===== config.mk =====
export PLATFORM = sky130hd
export DESIGN_NAME = slp_ctrl_top
export DESIGN_NICKNAME = d
export VERILOG_FILES = /design/src/rtl/slp_pkg.sv /design/src/rtl/slp_rst_sync.sv /design/src/rtl/slp_ctl_reg.sv /design/src/rtl/slp_fsm.sv /design/src/rtl/slp_gate_dec.sv /design/src/rtl/slp_ctrl_top.sv
export SDC_FILE = /design/constraint.sdc
export NUM_CORES = 1
export LEC_CHECK = 0
export ABC_AREA = 1
export BUFFER_PORTS_ARGS = -buffer_cell sky130_fd_sc_hd__buf_4
export CORE_AREA = 2 2 39 41
export CTS_BUF_LIST = sky130_fd_sc_hd__clkbuf_4
export CTS_CLUSTER_DIAMETER = 200
export DETAILED_ROUTE_END_ITERATION = 6
export DIE_AREA = 0 0 41 43
export GPL_ROUTABILITY_DRIVEN = 0
export GPL_TIMING_DRIVEN = 0
export SYNTH_ARGS = -nofsm -noshare
export SYNTH_HDL_FRONTEND = slang
export SYNTH_SLANG_ARGS = --single-unit
export TNS_END_PERCENT = 1

===== constraint.sdc =====
create_clock -name clk_i -period 2.5 [get_ports clk_i]
set_input_delay 0.5 -clock clk_i [delete_from_list [all_inputs] [get_ports clk_i]]
set_output_delay 0.5 -clock clk_i [all_outputs]
set_load 0.01 [all_outputs]

===== src/rtl/slp_pkg.sv =====
package slp_pkg;
  typedef enum logic [1:0] {
    ST_RUN   = 2'd0,
    ST_LIGHT = 2'd1,
    ST_DEEP  = 2'd2
  } slp_state_e;
endpackage


===== src/rtl/slp_rst_sync.sv =====
module slp_rst_sync #(
  parameter int STAGES = 2
) (
  input  logic clk_i,
  input  logic rst_ni,
  output logic rst_no
);
  logic [STAGES-1:0] sync_q;
  logic [STAGES-1:0] sync_d;

  always_comb begin
    sync_d = {sync_q[STAGES-2:0], 1'b1};
  end

  always_ff @(posedge clk_i or negedge rst_ni) begin
    if (!rst_ni) sync_q <= '0;
    else         sync_q <= sync_d;
  end

  assign rst_no = sync_q[STAGES-1];
endmodule


===== src/rtl/slp_ctl_reg.sv =====
module slp_ctl_reg #(
  parameter int REG_W  = 8,
  parameter int SE_POS = 5,
  parameter int SM_POS = 4
) (
  input  logic             clk_i,
  input  logic             rst_ni,
  input  logic             we_i,
  input  logic [REG_W-1:0] wdata_i,
  output logic [REG_W-1:0] rdata_o,
  output logic             se_o,
  output logic             sm_o
);
  logic se_q, se_d;
  logic sm_q, sm_d;
  logic unused_wbits;

  assign unused_wbits = ^wdata_i;

  always_comb begin
    se_d = se_q;
    sm_d = sm_q;
    if (we_i) begin
      se_d = wdata_i[SE_POS];
      sm_d = wdata_i[SM_POS];
    end
  end

  always_ff @(posedge clk_i or negedge rst_ni) begin
    if (!rst_ni) begin
      se_q <= 1'b0;
      sm_q <= 1'b0;
    end else begin
      se_q <= se_d;
      sm_q <= sm_d;
    end
  end

  always_comb begin
    rdata_o         = '0;
    rdata_o[SE_POS] = se_q;
    rdata_o[SM_POS] = sm_q;
  end

  assign se_o = se_q;
  assign sm_o = sm_q;
endmodule


===== src/rtl/slp_fsm.sv =====
module slp_fsm
  import slp_pkg::*;
#(
  parameter int NIRQ = 4
) (
  input  logic            clk_i,
  input  logic            rst_ni,
  input  logic            se_i,
  input  logic            sm_i,
  input  logic            strobe_i,
  input  logic [NIRQ-1:0] irq_req_i,
  output slp_state_e      state_o,
  output logic            wake_o
);
  slp_state_e state_q, state_d;
  logic       wake_q, wake_d;
  logic       wake_req;

  assign wake_req = |irq_req_i;

  always_comb begin
    state_d = state_q;
    wake_d  = 1'b0;
    unique case (state_q)
      ST_RUN: begin
        if (strobe_i && se_i && !wake_req) begin
          state_d = sm_i ? ST_DEEP : ST_LIGHT;
        end
      end
      ST_LIGHT, ST_DEEP: begin
        if (wake_req) begin
          state_d = ST_RUN;
          wake_d  = 1'b1;
        end
      end
      default: state_d = ST_RUN;
    endcase
  end

  always_ff @(posedge clk_i or negedge rst_ni) begin
    if (!rst_ni) begin
      state_q <= ST_RUN;
      wake_q  <= 1'b0;
    end else begin
      state_q <= state_d;
      wake_q  <= wake_d;
    end
  end

  assign state_o = state_q;
  assign wake_o  = wake_q;
endmodule


===== src/rtl/slp_gate_dec.sv =====
module slp_gate_dec
  import slp_pkg::*;
(
  input  slp_state_e state_i,
  output logic       halt_o,
  output logic       core_gate_o,
  output logic       periph_gate_o
);
  always_comb begin
    halt_o        = 1'b0;
    core_gate_o   = 1'b0;
    periph_gate_o = 1'b0;
    unique case (state_i)
      ST_LIGHT: begin
        halt_o      = 1'b1;
        core_gate_o = 1'b1;
      end
      ST_DEEP: begin
        halt_o        = 1'b1;
        core_gate_o   = 1'b1;
        periph_gate_o = 1'b1;
      end
      default: ;
    endcase
  end
endmodule


===== src/rtl/slp_ctrl_top.sv =====
module slp_ctrl_top
  import slp_pkg::*;
#(
  parameter int NIRQ   = 4,
  parameter int REG_W  = 8,
  parameter int SE_POS = 5,
  parameter int SM_POS = 4
) (
  input  logic             clk_i,
  input  logic             rst_ni,
  input  logic             ctl_we_i,
  input  logic [REG_W-1:0] ctl_wdata_i,
  output logic [REG_W-1:0] ctl_rdata_o,
  input  logic             sleep_exec_i,
  input  logic [NIRQ-1:0]  irq_req_i,
  output logic             halt_o,
  output logic             core_clk_gate_o,
  output logic             periph_clk_gate_o,
  output logic             wake_o
);
  logic       rst_sync_n;
  logic       se, sm;
  slp_state_e state;

  slp_rst_sync #(.STAGES(2)) rst_i (
    .clk_i  (clk_i),
    .rst_ni (rst_ni),
    .rst_no (rst_sync_n)
  );

  slp_ctl_reg #(.REG_W(REG_W), .SE_POS(SE_POS), .SM_POS(SM_POS)) reg_i (
    .clk_i   (clk_i),
    .rst_ni  (rst_sync_n),
    .we_i    (ctl_we_i),
    .wdata_i (ctl_wdata_i),
    .rdata_o (ctl_rdata_o),
    .se_o    (se),
    .sm_o    (sm)
  );

  slp_fsm #(.NIRQ(NIRQ)) fsm_i (
    .clk_i     (clk_i),
    .rst_ni    (rst_sync_n),
    .se_i      (se),
    .sm_i      (sm),
    .strobe_i  (sleep_exec_i),
    .irq_req_i (irq_req_i),
    .state_o   (state),
    .wake_o    (wake_o)
  );

  slp_gate_dec dec_i (
    .state_i       (state),
    .halt_o        (halt_o),
    .core_gate_o   (core_clk_gate_o),
    .periph_gate_o (periph_clk_gate_o)
  );
endmodule


==> impl_metrics.json <==
{
  "r2r_cells": 5,
  "worst_hold_path_type": "primary input to asynchronous set/reset pin",
  "route.vias.total": 311,
  "vias_per_cell": 3.75,
  "pre_cts_slack_ns": 1.00,
  "globalRouteOverflowTotal": 0,
  "syn_area_um2": 415,
  "min_period_over_period": 0.702,
  "clockBufferDepth": 2,
  "diodes": 0,
  "synth_cell_types": 13,
  "setup_tns_ns": 0,
  "timing.rr.start": "fsm_i.state_o[1]$_DFFE_PN0P_",
  "port_buffers": 15,
  "grt_max_degree": 6,
  "cts_resized": 0,
  "cts-root-buf": "clkbuf_4",
  "clkSinkCount": 7,
  "ys_top_cells_by_area": "dfrtp_1 42%, buf_4 16%, ha_1 6.0%",
  "power.density_nw_per_um2": 841,
  "synth_top_cell_by_area": "dfrtp_1",
  "die_area_um2": 1760,
  "core_area_um2": 1380,
  "cp-startpoint": "fsm_i.state_o[0]$_DFFE_PN0P_",
  "cp-start-kind": "flop",
  "hpwl_um": 516,
  "fp.dieH_um": 43,
  "met1_usage": 0.0957,
  "finalWirelength_um": 581,
  "rsz0062_at_grt": "no",
  "clock_latency_ns": 0.24,
  "synthTopCellsByCount": "9 x buf_4, 7 x dfrtp_1, 6 x nand2_1, 5 x inv_1",
  "critPathArrivalTime_ns": 1.25,
  "skew_ns": 0.00526,
  "cts_setup_buffers": 0,
  "antenna_found_initial": 0,
  "async_reset_ff_frac": 1.00,
  "ir_drop_mv": 0.493,
  "final-hold-violation-count": 0,
  "ant_nets": 0,
  "cts_buffers": 3,
  "grt_util_all_layers": 0.0769,
  "tritoncts": "done",
  "ys_seq_area_frac": 0.422,
  "clkTransAtPathRegs_ns": 0.05,
  "ys_ff_latch": 7,
  "nNetsFinal": 86,
  "layout-drive-gt1-share": 0.537,
  "critical_path.endpoint_type": "output pin",
  "io_pins": 28,
  "rows": 14,
  "drc_errors": 0,
  "cp_max_fo": 4,
  "max_cap_viol_count": 0,
  "start_util": 0.300,
  "layout_setup_ws_ns": 0.745,
  "netlist_instances": 43,
  "path_class": "flop to output pin",
  "setup_viol": 0,
  "syn-mean-instance-area_um2": 9.66,
  "busiest_layer": "met2",
  "wl_per_cell_um": 7.00,
  "ys_warn_count": 0,
  "clock.fmax_mhz": 570,
  "p_leak_nw": 0.335,
  "report.final.slew_viol_count": 0,
  "grt_first_pass_wirelength_um": 931,
  "grt_pass1_vias": 257,
  "worstPathRequired_ns": 2.00,
  "globalRouteMet3Util": 0.0314,
  "ff2ff_setup_slack_ns": 1.38,
  "hold_slack_ns": 0.0246,
  "cts-hold-fix-buffers": 0,
  "synth.most_common_cell": "buf_4",
  "ctsHtreeMaxLevel": 1,
  "outcome": "finished clean",
  "grtUsageMet2": 0.119,
  "die_w_um": 41,
  "synth_flop_cell": "dfrtp_1",
  "reg2reg_to": "fsm_i.state_o[0]$_DFFE_PN0P_",
  "drtPass1Iterations": 1,
  "min_period_ns": 1.75,
  "drt-initial-drc-count": 0,
  "area_growth_pct": 43.7,
  "synth.top_cell.area_share": 0.422,
  "synth_edf_count": 0
}
report_power, final:
group	total [mW]	internal, mW	switching, mW	leakage, nW
clock network	0.110	0.0715	0.0382	0.0184
registers	0.153	0.139	0.0140	0.0849
logic	0.239	0.127	0.112	0.232
total	0.502	0.338	0.164	0.335
through the flow:
stage,utilization,power (mW),instances,instance area (µm²)
floorplan,-,0.308,48,434
global placement,0.410,0.396,79,567
detailed placement,0.410,0.398,79,567
CTS,0.431,0.511,83,597
global route,0.431,0.548,83,597
finish,0.431,0.502,83,597
flip-flops by register name, summed over array words and instances, names as in the netlist:
| name | cells |
|---|---|
| reg_i.se_o | 1 |
| fsm_i.wake_o | 1 |
| reg_i.sm_o | 1 |
| rst_i.sync_q | 2 |
| fsm_i.state_o | 2 |
layer usage:
metal / share of wire / routed length (µm)
met5: 0 / 0
met4: 0 / 0
met3: 0.10 / 59
met2: 0.48 / 276
met1: 0.42 / 246
cell type report:
| type | instances | area [µm²] |
|---|---|---|
| fillers | 156 | 787 |
| clock buffers | 4 | 30.0 |
| inverters | 5 | 18.8 |
| multi-input cells | 27 | 173 |
| flip-flops and latches | 7 | 175 |
| repair buffers | 15 | 113 |
| plain buffers | 9 | 67.6 |
| well taps | 16 | 20.0 |
worst max path at each step:
| stage | cells past startpoint | slack, ns | endpoint |
|---|---|---|---|
| 6_report | 4 | 0.75 | halt_o |
| 5_1_grt | 4 | 0.66 | halt_o |
| 4_1_cts | 4 | 0.73 | halt_o |
| 3_5_place_dp | 4 | 1.00 | halt_o |
| 3_3_place_gp | 4 | 1.0 | halt_o |
| 2_1_floorplan | 3 | 1.10 | halt_o |
placed cells by master (no fill, tap or decap), types with 4 or more instances in the layout:
| cell type | netlist | routed |
|---|---|---|
| nand2_1 | 6 | 6 |
| dfrtp_1 | 7 | 7 |
| clkbuf_4 | 0 | 4 |
| inv_1 | 5 | 5 |
| buf_4 | 9 | 24 |
| conb_1 | 2 | 7 |
kinds of logic after synthesis:
kind of cell	count (synthesis)	share of synthesized area
compound gates	1	0.0181
fa+ha+maj	2	0.0602
buf+inv	14	0.208
flops	7	0.422
mux	2	0.0542
other cells	2	0.0181
simple gates	15	0.220
critical path: stages, from the launching register on:
cell,delay (ns)
dfrtp_1,0.34
inv_1,0.06
ha_1,0.34
buf_4,0.15
buf_4,0.13
(Power assumes the default switching activity.)
